[config.mk]
export PLATFORM = sky130hd
export DESIGN_NAME = prea_mac_slice
export DESIGN_NICKNAME = d
export VERILOG_FILES = /design/src/rtl/prea_mac_pkg.sv /design/src/rtl/prea_stage.sv /design/src/rtl/mul_stage.sv /design/src/rtl/acc_stage.sv /design/src/rtl/pat_det.sv /design/src/rtl/prea_mac_slice.sv
export SDC_FILE = /design/constraint.sdc
export NUM_CORES = 2
export LEC_CHECK = 0
export BUFFER_PORTS_ARGS = -buffer_cell sky130_fd_sc_hd__buf_2
export CAP_MARGIN = 20
export CORE_MARGIN = 2
export CORE_UTILIZATION = 45
export CTS_BUF_LIST = sky130_fd_sc_hd__clkbuf_2 sky130_fd_sc_hd__clkbuf_4 sky130_fd_sc_hd__clkbuf_8
export CTS_CLUSTER_DIAMETER = 150
export DETAILED_ROUTE_END_ITERATION = 10
export SETUP_SLACK_MARGIN = 0.5
export SYNTH_ARGS = -nofsm -noshare
export SYNTH_HDL_FRONTEND = slang
export SYNTH_SLANG_ARGS = --single-unit
export TNS_END_PERCENT = 20
[constraint.sdc]
create_clock -name clk -period 12 [get_ports clk]
set_input_delay 3 -clock clk [delete_from_list [all_inputs] [get_ports clk]]
set_output_delay 3 -clock clk [all_outputs]
set_load 0.01 [all_outputs]
[src/rtl/prea_mac_pkg.sv]
package prea_mac_pkg;

  typedef enum logic {
    MODE_MUL  = 1'b0,
    MODE_DUAL = 1'b1
  } slice_mode_e;

  typedef struct packed {
    slice_mode_e mode;
    logic        sub;
    logic        load;
    logic        clr;
  } acc_ctl_t;

endpackage

[src/rtl/prea_stage.sv]
module prea_stage
  import prea_mac_pkg::*;
#(
  parameter int A_W = 25,
  parameter int B_W = 18,
  parameter int P_W = 48,
  parameter int L_W = 24
) (
  input  logic           clk,
  input  logic           rst_n,
  input  logic [A_W-1:0] a_in,
  input  logic [A_W-1:0] d_in,
  input  logic [B_W-1:0] b_in,
  input  logic           pre_sub,
  input  acc_ctl_t       ctl_in,
  output logic [A_W-1:0] pre_q,
  output logic [B_W-1:0] b_q,
  output logic [P_W-1:0] x_q,
  output acc_ctl_t       ctl_q
);
  localparam int NL = P_W / L_W;

  // Pre-adder: result wraps within the operand width
  function automatic logic [A_W-1:0] preadd(input logic [A_W-1:0] a,
                                            input logic [A_W-1:0] d,
                                            input logic           sub);
    return sub ? (a - d) : (a + d);
  endfunction

  logic [A_W-1:0] pre_nx;
  logic [P_W-1:0] x_nx;

  assign pre_nx = preadd(a_in, d_in, pre_sub);

  // Lane operands for dual mode: lane 0 from A, upper lanes from D
  for (genvar g = 0; g < NL; g++) begin : g_lane
    if (g == 0) begin : g_lo
      assign x_nx[g*L_W +: L_W] = a_in[L_W-1:0];
    end else begin : g_hi
      assign x_nx[g*L_W +: L_W] = d_in[L_W-1:0];
    end
  end

  always_ff @(posedge clk or negedge rst_n) begin
    if (!rst_n) begin
      pre_q <= '0;
      b_q   <= '0;
      x_q   <= '0;
      ctl_q <= '0;
    end else begin
      pre_q <= pre_nx;
      b_q   <= b_in;
      x_q   <= x_nx;
      ctl_q <= ctl_in;
    end
  end

endmodule

[src/rtl/mul_stage.sv]
module mul_stage
  import prea_mac_pkg::*;
#(
  parameter int A_W = 25,
  parameter int B_W = 18,
  parameter int P_W = 48
) (
  input  logic           clk,
  input  logic           rst_n,
  input  logic [A_W-1:0] pre_in,
  input  logic [B_W-1:0] b_in,
  input  logic [P_W-1:0] x_in,
  input  acc_ctl_t       ctl_in,
  output logic [P_W-1:0] opnd_q,
  output acc_ctl_t       ctl_q
);
  localparam int PR_W  = A_W + B_W;
  localparam int EXT_W = P_W - PR_W + 1;

  // Signed product, formed at full accumulator width
  function automatic logic [P_W-1:0] mul_ext(input logic [A_W-1:0] p,
                                             input logic [B_W-1:0] b);
    logic [P_W-1:0] pe;
    logic [P_W-1:0] be;
    pe = {{(P_W-A_W){p[A_W-1]}}, p};
    be = {{(P_W-B_W){b[B_W-1]}}, b};
    return pe * be;
  endfunction

  logic [P_W-1:0]   prod_ext;
  logic [P_W-1:0]   opnd_nx;
  logic [EXT_W-1:0] prod_top;

  assign prod_ext = mul_ext(pre_in, b_in);
  assign opnd_nx  = (ctl_in.mode == MODE_DUAL) ? x_in : prod_ext;
  assign prod_top = opnd_q[P_W-1:PR_W-1];

  always_ff @(posedge clk or negedge rst_n) begin
    if (!rst_n) begin
      opnd_q <= '0;
      ctl_q  <= '0;
    end else begin
      opnd_q <= opnd_nx;
      ctl_q  <= ctl_in;
    end
  end


  prod_sext_chk: assert property (@(posedge clk) disable iff (!rst_n)
    (ctl_q.mode == MODE_MUL) |->
      ($countones(prod_top) == 0 || $countones(prod_top) == EXT_W));

endmodule

[src/rtl/acc_stage.sv]
module acc_stage
  import prea_mac_pkg::*;
#(
  parameter int P_W = 48,
  parameter int L_W = 24
) (
  input  logic           clk,
  input  logic           rst_n,
  input  logic [P_W-1:0] opnd_in,
  input  acc_ctl_t       ctl_in,
  output logic [P_W-1:0] acc_nx,
  output logic [P_W-1:0] acc_q
);
  localparam int NL = P_W / L_W;

  function automatic logic [P_W-1:0] full_op(input logic [P_W-1:0] acc,
                                             input logic [P_W-1:0] x,
                                             input logic           sub,
                                             input logic           load);
    if (load) return x;
    return sub ? (acc - x) : (acc + x);
  endfunction

  function automatic logic [L_W-1:0] lane_op(input logic [L_W-1:0] acc,
                                             input logic [L_W-1:0] x,
                                             input logic           sub,
                                             input logic           load);
    if (load) return x;
    return sub ? (acc - x) : (acc + x);
  endfunction

  logic [P_W-1:0] mul_nx;
  logic [P_W-1:0] dual_nx;

  assign mul_nx = full_op(acc_q, opnd_in, ctl_in.sub, ctl_in.load);

  // Independent lane adders: no carry crosses a lane boundary
  for (genvar g = 0; g < NL; g++) begin : g_lane
    assign dual_nx[g*L_W +: L_W] = lane_op(acc_q[g*L_W +: L_W],
                                           opnd_in[g*L_W +: L_W],
                                           ctl_in.sub, ctl_in.load);
  end

  assign acc_nx = ctl_in.clr ? '0 :
                  (ctl_in.mode == MODE_DUAL) ? dual_nx : mul_nx;

  always_ff @(posedge clk or negedge rst_n) begin
    if (!rst_n) acc_q <= '0;
    else        acc_q <= acc_nx;
  end


  acc_clear_chk: assert property (@(posedge clk) disable iff (!rst_n)
    ctl_in.clr |=> (acc_q == '0));


  lane_isolate_chk: assert property (@(posedge clk) disable iff (!rst_n)
    (ctl_in.mode == MODE_DUAL && !ctl_in.clr && !ctl_in.load && !ctl_in.sub &&
     opnd_in[P_W-1:L_W] == '0)
      |=> (acc_q[P_W-1:L_W] == $past(acc_q[P_W-1:L_W])));

endmodule

[src/rtl/pat_det.sv]
module pat_det #(
  parameter int P_W = 48
) (
  input  logic           clk,
  input  logic           rst_n,
  input  logic [P_W-1:0] acc_nx,
  input  logic [P_W-1:0] acc_q,
  input  logic [P_W-1:0] pat,
  input  logic [P_W-1:0] mask,
  output logic           match_q
);
  function automatic logic hit(input logic [P_W-1:0] v,
                               input logic [P_W-1:0] p,
                               input logic [P_W-1:0] m);
    return ((v ^ p) & m) == '0;
  endfunction

  logic seen_q;

  always_ff @(posedge clk or negedge rst_n) begin
    if (!rst_n) begin
      match_q <= 1'b0;
      seen_q  <= 1'b0;
    end else begin
      match_q <= hit(acc_nx, pat, mask);
      seen_q  <= 1'b1;
    end
  end


  match_align_chk: assert property (@(posedge clk) disable iff (!rst_n)
    seen_q |-> (match_q == ((((acc_q ^ $past(pat)) & $past(mask))) == '0)));

endmodule

[src/rtl/prea_mac_slice.sv]
module prea_mac_slice
  import prea_mac_pkg::*;
#(
  parameter int A_W = 25,
  parameter int B_W = 18,
  parameter int P_W = 48,
  parameter int L_W = 24
) (
  input  logic           clk,
  input  logic           rst_n,
  input  logic           dual_mode,
  input  logic           pre_sub,
  input  logic           acc_sub,
  input  logic           acc_load,
  input  logic           acc_clr,
  input  logic [A_W-1:0] opa,
  input  logic [A_W-1:0] opd,
  input  logic [B_W-1:0] opb,
  input  logic [P_W-1:0] pat_value,
  input  logic [P_W-1:0] pat_mask,
  output logic [P_W-1:0] result,
  output logic           pat_match
);
  localparam int LAT = 3;

  acc_ctl_t       ctl_in;
  acc_ctl_t       ctl_s1;
  acc_ctl_t       ctl_s2;
  logic [A_W-1:0] pre_s1;
  logic [B_W-1:0] b_s1;
  logic [P_W-1:0] x_s1;
  logic [P_W-1:0] opnd_s2;
  logic [P_W-1:0] acc_nx;
  logic [P_W-1:0] acc_q;

  assign ctl_in.mode = dual_mode ? MODE_DUAL : MODE_MUL;
  assign ctl_in.sub  = acc_sub;
  assign ctl_in.load = acc_load;
  assign ctl_in.clr  = acc_clr;

  prea_stage #(.A_W(A_W), .B_W(B_W), .P_W(P_W), .L_W(L_W)) u_prea (
    .clk(clk), .rst_n(rst_n), .a_in(opa), .d_in(opd), .b_in(opb),
    .pre_sub(pre_sub), .ctl_in(ctl_in),
    .pre_q(pre_s1), .b_q(b_s1), .x_q(x_s1), .ctl_q(ctl_s1)
  );

  mul_stage #(.A_W(A_W), .B_W(B_W), .P_W(P_W)) u_mul (
    .clk(clk), .rst_n(rst_n), .pre_in(pre_s1), .b_in(b_s1), .x_in(x_s1),
    .ctl_in(ctl_s1), .opnd_q(opnd_s2), .ctl_q(ctl_s2)
  );

  acc_stage #(.P_W(P_W), .L_W(L_W)) u_acc (
    .clk(clk), .rst_n(rst_n), .opnd_in(opnd_s2), .ctl_in(ctl_s2),
    .acc_nx(acc_nx), .acc_q(acc_q)
  );

  pat_det #(.P_W(P_W)) u_pat (
    .clk(clk), .rst_n(rst_n), .acc_nx(acc_nx), .acc_q(acc_q),
    .pat(pat_value), .mask(pat_mask), .match_q(pat_match)
  );

  assign result = acc_q;

  // Checker-side state: edges seen since reset, saturating at the latency
  logic [1:0] edges_q;
  always_ff @(posedge clk or negedge rst_n) begin
    if (!rst_n)               edges_q <= '0;
    else if (edges_q != 2'(LAT)) edges_q <= edges_q + 2'd1;
  end

  // Expected signed product for the end-to-end latency check
  function automatic logic [P_W-1:0] ref_prod(input logic [A_W-1:0] a,
                                              input logic [A_W-1:0] d,
                                              input logic [B_W-1:0] b,
                                              input logic           sub);
    logic signed [A_W-1:0] p;
    logic signed [P_W-1:0] r;
    p = sub ? (a - d) : (a + d);
    r = P_W'(p) * P_W'($signed(b));
    return r;
  endfunction


  reset_state_chk: assert property (@(posedge clk)
    !rst_n |-> (result == '0 && !pat_match));


  clr_latency_chk: assert property (@(posedge clk) disable iff (!rst_n)
    (edges_q == 2'(LAT) && $past(acc_clr, 3)) |-> (result == '0));


  load_latency_chk: assert property (@(posedge clk) disable iff (!rst_n)
    (edges_q == 2'(LAT) && $past(acc_load && !acc_clr && !dual_mode, 3))
      |-> (result == ref_prod($past(opa, 3), $past(opd, 3),
                              $past(opb, 3), $past(pre_sub, 3))));

endmodule

# Word-level counts from Yosys, hierarchy flattened
# Index checks and enable logic that the tools add are counted.
# totals
regBits,196
latchBits,0
mem_bits_rw,0
romBits,0
inputBits,171
output_inout_bits,49
elab_cells,41
n_memories,0
# op_classes
addsub,8
n_mul,1
n_div,0
order_cmp,0
n_eq_ne,0
shifts,0
n_mux,15
bitwise_logic,2
n_reduce_logical,1
# ops
op,n
48-bit two-way mux,6
24-bit two-way mux,6
24-bit adder,2
48-bit adder,1
48-bit AND,1
48-bit zero test,1
24-bit subtractor,2
48-bit subtractor,1
48-bit bitwise XOR,1
25-bit by 18-bit multiplier with 43-bit output,1
25-bit adder,1
25-bit two-way mux,1
25-bit subtractor,1
1-bit two-way mux,2

# Longest topological paths before layout
# depth
word_depth,8
mapped_depth,28
depth_no_buf,26

# Modules after synthesis
# Synthesis repeated with hierarchy kept, for this count alone.
# hier_totals
hier_cells,3375
area_unflattened_um2,29967.5
# by_module_without_submodules
mod,instances,cells_per_inst,area_per_inst_um2,seq_area_each_um2
mul_stage,1,1948,17810.8,1301.2
acc_stage,1,977,7288.2,1201.2
prea_stage,1,369,4187.8,2377.3
pat_det,1,81,680.7,25.0

# Worst setup path after synthesis
# No wires, ideal clock.
# synth_path
path_kind,reg2reg
start,register u_prea.pre_q[9]
end,register u_mul.opnd_q[42]
setup_ns,0.066
t_arrival_ns,6.927
required_time_ns,11.934
slack_ns,5.007
path_stages_with_launch,28
n_path_buf,2
period_less_slack_ns,6.993
path_cell_list,dfrtp_1 clkbuf_1 clkbuf_1 nand2_1 fa_1 inv_1 fa_1 inv_1 fa_1 inv_1 fa_1 fa_1 inv_1 fa_1 inv_1 ha_1 nand3_1 or4_1 o22a_1 a31oi_1 a31oi_1 a31o_2 a21oi_1 a211oi_1 o21bai_1 a21oi_1 o311a_1 nand2_1
# synth_between
elab_chain_len,2
# synth_rtl
item,line,rtl
start: declaration,prea_stage.sv:16,"output logic [A_W-1:0] pre_q,"
start signal: assignment,prea_stage.sv:51,pre_q <= pre_nx;
25-bit by 18-bit multiplier with 43-bit output,mul_stage.sv:27,return pe * be;
48-bit two-way mux,mul_stage.sv:35,assign opnd_nx = (ctl_in.mode == MODE_DUAL) ? x_in : prod_ext;
named net u_mul.opnd_nx[42],mul_stage.sv:31,logic [P_W-1:0] opnd_nx;
end signal: assignment,mul_stage.sv:43,opnd_q <= opnd_nx;
end: declaration,mul_stage.sv:14,"output logic [P_W-1:0] opnd_q,"
# The timed path passes the listed nets, and every way through them passes these cells.

# Final worst setup path
# layout_path
start,register u_prea.b_q[2]
end,register u_mul.opnd_q[42]
# layout_between
elab_chain_len,2
# layout_rtl
item,line,rtl
start: declaration,prea_stage.sv:17,"output logic [B_W-1:0] b_q,"
start signal: assignment,prea_stage.sv:52,b_q <= b_in;
25-bit by 18-bit multiplier with 43-bit output,mul_stage.sv:27,
48-bit two-way mux,mul_stage.sv:35,
named net u_mul.opnd_nx[42],mul_stage.sv:31,
# The timed path passes the listed nets, and every way through them passes these cells.

==> impl_metrics.xml <==
<?xml version="1.0" encoding="UTF-8"?>
<metrics>
  <group name="synthesis">
    <metric name="postSynthCellCount" unit="">3691</metric>
    <metric name="synth_largest_area_cell" unit="">sky130_fd_sc_hd__fa_1</metric>
    <metric name="post_synth_instance_area" unit="um^2">31790</metric>
    <metric name="synth_warnings" unit="">0</metric>
    <metric name="synth_flop_cell" unit="">sky130_fd_sc_hd__dfrtp_1</metric>
    <metric name="synth-edff-count" unit="">0</metric>
    <metric name="yosysTopAreaCellShare" unit="">0.2796</metric>
    <metric name="yosys_register_bits" unit="">196</metric>
    <metric name="synth.yosys.seq_area_share" unit="">0.1543</metric>
    <metric name="post_synth_main_area_contributors" unit="">sky130_fd_sc_hd__fa_1 28%, sky130_fd_sc_hd__dfrtp_1 15%, sky130_fd_sc_hd__ha_1 8.0%</metric>
    <metric name="synth-async-reset-ratio" unit="">1.000</metric>
    <metric name="unique_cell_type_count_in_the_yosys_netlist" unit="">99</metric>
    <metric name="mappedNetlistNets" unit="">4510</metric>
    <metric name="postSynthAreaPerCell" unit="um^2">8.612</metric>
  </group>
  <group name="detailed_routing">
    <metric name="via_count" unit="">26990</metric>
    <metric name="antenna_left" unit="">0</metric>
    <metric name="detail_route.vias_per_cell" unit="">5.672</metric>
    <metric name="wl_per_cell" unit="um">22.53</metric>
    <metric name="total_routed_length" unit="um">107200</metric>
    <metric name="drt_pass1_iterations" unit="">8</metric>
    <metric name="first_iter_violations" unit="">2251</metric>
    <metric name="remaining_drc_errors" unit="">0</metric>
  </group>
  <group name="timing">
    <metric name="final-max-slew-violation-count" unit="">0</metric>
    <metric name="finalSetupTns" unit="ns">0</metric>
    <metric name="hold_violations" unit="">0</metric>
    <metric name="final_min_period_over_clock_period" unit="">0.6620</metric>
    <metric name="max_slew_headroom" unit="">0.2343</metric>
    <metric name="timing.fmax" unit="MHz">125.9</metric>
    <metric name="finalClockSkew" unit="ns">0.03223</metric>
    <metric name="holdWs" unit="ns">0.3682</metric>
    <metric name="grt_setup_unrepaired" unit="">false</metric>
    <metric name="timing_worst_slew_pin_value" unit="ns">1.146</metric>
    <metric name="finalCriticalPeriod" unit="ns">7.944</metric>
    <metric name="setup_viol_count_final" unit="">0</metric>
  </group>
  <group name="run">
    <metric name="maxCapViolCount" unit="">0</metric>
  </group>
  <group name="cells_and_area">
    <metric name="final_nets" unit="">4615</metric>
    <metric name="layout-area-overhead-vs-synth" unit="%">7.345</metric>
    <metric name="drive_gt1_frac" unit="">0.09215</metric>
    <metric name="finish.instance_area" unit="um^2">34120</metric>
    <metric name="final_common_cell" unit="">sky130_fd_sc_hd__inv_1</metric>
    <metric name="layout.cells.most_common_list" unit="">570 x sky130_fd_sc_hd__inv_1, 454 x sky130_fd_sc_hd__nand2_1, 444 x sky130_fd_sc_hd__fa_1</metric>
    <metric name="fillers" unit="">6926</metric>
    <metric name="sequential_cell_area" unit="um^2">4907</metric>
    <metric name="footprint_of_the_multi_input_gates" unit="um^2">24050</metric>
    <metric name="final_core_utilization" unit="">0.4872</metric>
  </group>
  <group name="clocking">
    <metric name="cts_tree" unit="">yes</metric>
    <metric name="clock_tree_root_buffer_cell" unit="">sky130_fd_sc_hd__clkbuf_8</metric>
    <metric name="clkSlewWorstSetupHoldPaths" unit="ns">0.15</metric>
    <metric name="numCtsBuffers" unit="">17</metric>
    <metric name="clock_sink_count" unit="">196</metric>
    <metric name="cts_resized" unit="">0</metric>
    <metric name="ctsHoldBuffers" unit="">0</metric>
    <metric name="postCtsSetupBuffers" unit="">0</metric>
    <metric name="clock_path_buffers" unit="">2</metric>
    <metric name="worstSkewPairLatency" unit="ns">0.60</metric>
    <metric name="clock_tree.htree_level_count" unit="">4</metric>
  </group>
  <group name="grt">
    <metric name="grt_use_met1" unit="">0.3958</metric>
    <metric name="gr-usage-met3" unit="">0.03156</metric>
    <metric name="globalRouteMet2Util" unit="">0.4938</metric>
    <metric name="grt_overflow" unit="">0</metric>
    <metric name="global_route.usage.total" unit="">0.2983</metric>
    <metric name="grt_pass1_vias" unit="">27040</metric>
    <metric name="grt_antenna_before_repair" unit="">8</metric>
    <metric name="grt_start_max_net_pins" unit="">88</metric>
    <metric name="first_pass_grt_wire_length" unit="um">164700</metric>
    <metric name="gr-max-usage-layer" unit="">met2</metric>
  </group>
  <group name="setup_path">
    <metric name="worstPathMaxFanout" unit="">25</metric>
    <metric name="total_stage_count_of_the_critical_path" unit="">25</metric>
    <metric name="cp-startpoint" unit="">u_prea.b_q[2]$_DFF_PN0_</metric>
    <metric name="critical_path.max_stage_delay" unit="ns">1.10</metric>
    <metric name="critical_path.top_delay_family" unit="">adder cells</metric>
    <metric name="path_class" unit="">flop to flop</metric>
    <metric name="crit-reg2reg-launch" unit="">u_prea.b_q[2]$_DFF_PN0_</metric>
    <metric name="critPathRequiredTime" unit="ns">12.52</metric>
    <metric name="timing.critical_path.mode_cell" unit="">sky130_fd_sc_hd__fa_1</metric>
    <metric name="critical_path_at" unit="ns">8.46</metric>
    <metric name="critPathBufInv" unit="">5</metric>
    <metric name="worstSetupStartpointType" unit="">flop</metric>
    <metric name="logic_depth_of_the_worst_register_to_register_path" unit="">25</metric>
    <metric name="endpoint_class_of_the_critical_path" unit="">flop</metric>
    <metric name="crit_path_top_delay_cell" unit="">sky130_fd_sc_hd__dfrtp_1</metric>
  </group>
  <group name="die">
    <metric name="io_pins" unit="">220</metric>
    <metric name="row_count" unit="">97</metric>
    <metric name="die_height" unit="um">269.8</metric>
    <metric name="floorplan.initialDensity" unit="">0.4539</metric>
    <metric name="design.die.area" unit="um^2">72780</metric>
    <metric name="core_region_area" unit="um^2">70030</metric>
    <metric name="floorplan.die.width" unit="um">269.8</metric>
  </group>
  <group name="hold_path">
    <metric name="min_path_cells" unit="">0</metric>
    <metric name="min_from" unit="">u_prea.ctl_q[2]$_DFF_PN0_</metric>
    <metric name="hold_class" unit="">flop to flop</metric>
  </group>
  <group name="outcome">
    <metric name="outcome" unit="">finished clean</metric>
  </group>
  <group name="placement">
    <metric name="gpl.final_weighted_congestion" unit="">0.9692</metric>
    <metric name="portBuffers" unit="">219</metric>
    <metric name="detailed_place.area" unit="um^2">33630</metric>
    <metric name="detailedPlacementHpwl" unit="um">87380</metric>
  </group>
</metrics>
cell families (layout without fill, tap and decap cells):
| family | after synthesis | after routing | share of synthesized area |
|---|---|---|---|
| other cells | 0 | 9 | 0 |
| flops | 196 | 196 | 0.1543 |
| mux | 44 | 44 | 0.01437 |
| buf+inv | 737 | 855 | 0.08904 |
| compound gates | 651 | 651 | 0.1404 |
| fa+ha+maj | 648 | 648 | 0.3599 |
| simple gates | 1215 | 1215 | 0.1866 |
| xor+xnor | 200 | 200 | 0.05535 |
flip-flops by register name (all words and copies together) (netlist names):
| name | cells |
|---|---|
| u_mul.opnd_q | 48 |
| u_mul.ctl_q | 4 |
| u_prea.ctl_q | 4 |
| u_prea.b_q | 18 |
| u_prea.pre_q | 25 |
| u_acc.acc_q | 48 |
| u_prea.x_q | 48 |
| u_pat.match_q | 1 |
path summary, 6_finish.rpt:
kind / endpoint / slack, ns
worst min-delay path: u_mul.ctl_q[2]$_DFF_PN0_ / 0.37
worst min register to register: u_mul.ctl_q[2]$_DFF_PN0_ / 0.37
worst max-delay path: u_mul.opnd_q[42]$_DFF_PN0_ / 4.06
min in group asynchronous: u_prea.ctl_q[3]$_DFF_PN0_ / 2.35
worst max register to register: u_mul.opnd_q[42]$_DFF_PN0_ / 4.06
max in group asynchronous: u_mul.ctl_q[2]$_DFF_PN0_ / 8.27
stage by stage:
stage,std cells,setup slack [ns]
finish,4758,4.056
global route,4757,3.730
CTS,4749,4.104
detailed placement,4717,4.181
global placement,4717,4.306
floorplan,3691,5.007
layer usage:
| layer | vias to the layer above | wire length, um |
|---|---|---|
| li1 | 12280 | - |
| met1 | 13540 | 44860 |
| met2 | 949 | 51260 |
| met3 | 215 | 5694 |
| met4 | 2 | 5376 |
| met5 | - | 13 |
synthesized netlist by cell type (all sizes together) (16+ instances only):
cell / count
a211oi: 27
a21o: 59
a21oi: 173
a31oi: 23
and2: 193
and3: 22
buf: 32
clkbuf: 133
dfrtp: 196
fa: 444
ha: 204
inv: 570
mux2i: 31
nand2: 454
nand2b: 33
nand3: 68
nand4: 22
nor2: 213
nor2b: 26
nor3: 58
nor4: 29
o211ai: 28
o21a: 23
o21ai: 129
or3: 20
or4: 16
xnor2: 146
xor2: 54
worst register-to-register path, delay by kind of cell (launching register included):
family | cells | cell delay [ns]
adders and majority gates | 7 | 3.47
DFF | 1 | 1.10
AOI/OAI and AO/OA | 9 | 2.11
and+or+nand+nor | 4 | 0.93
buffers and inverters | 5 | 0.25
layout make-up:
class,instances,share of cell area
multi-input cells,2758,0.7050
flip-flops and latches,196,0.1438
inverters,572,0.06293
repair buffers,251,0.03946
well taps,940,0.03447
clock buffers,17,0.006857
clock inverters,15,0.006857
diodes,9,0.0006601
Power is left out: the tool's default activity adds up to more than one toggle a clock period on the data nets, which glitch-free logic cannot reach.
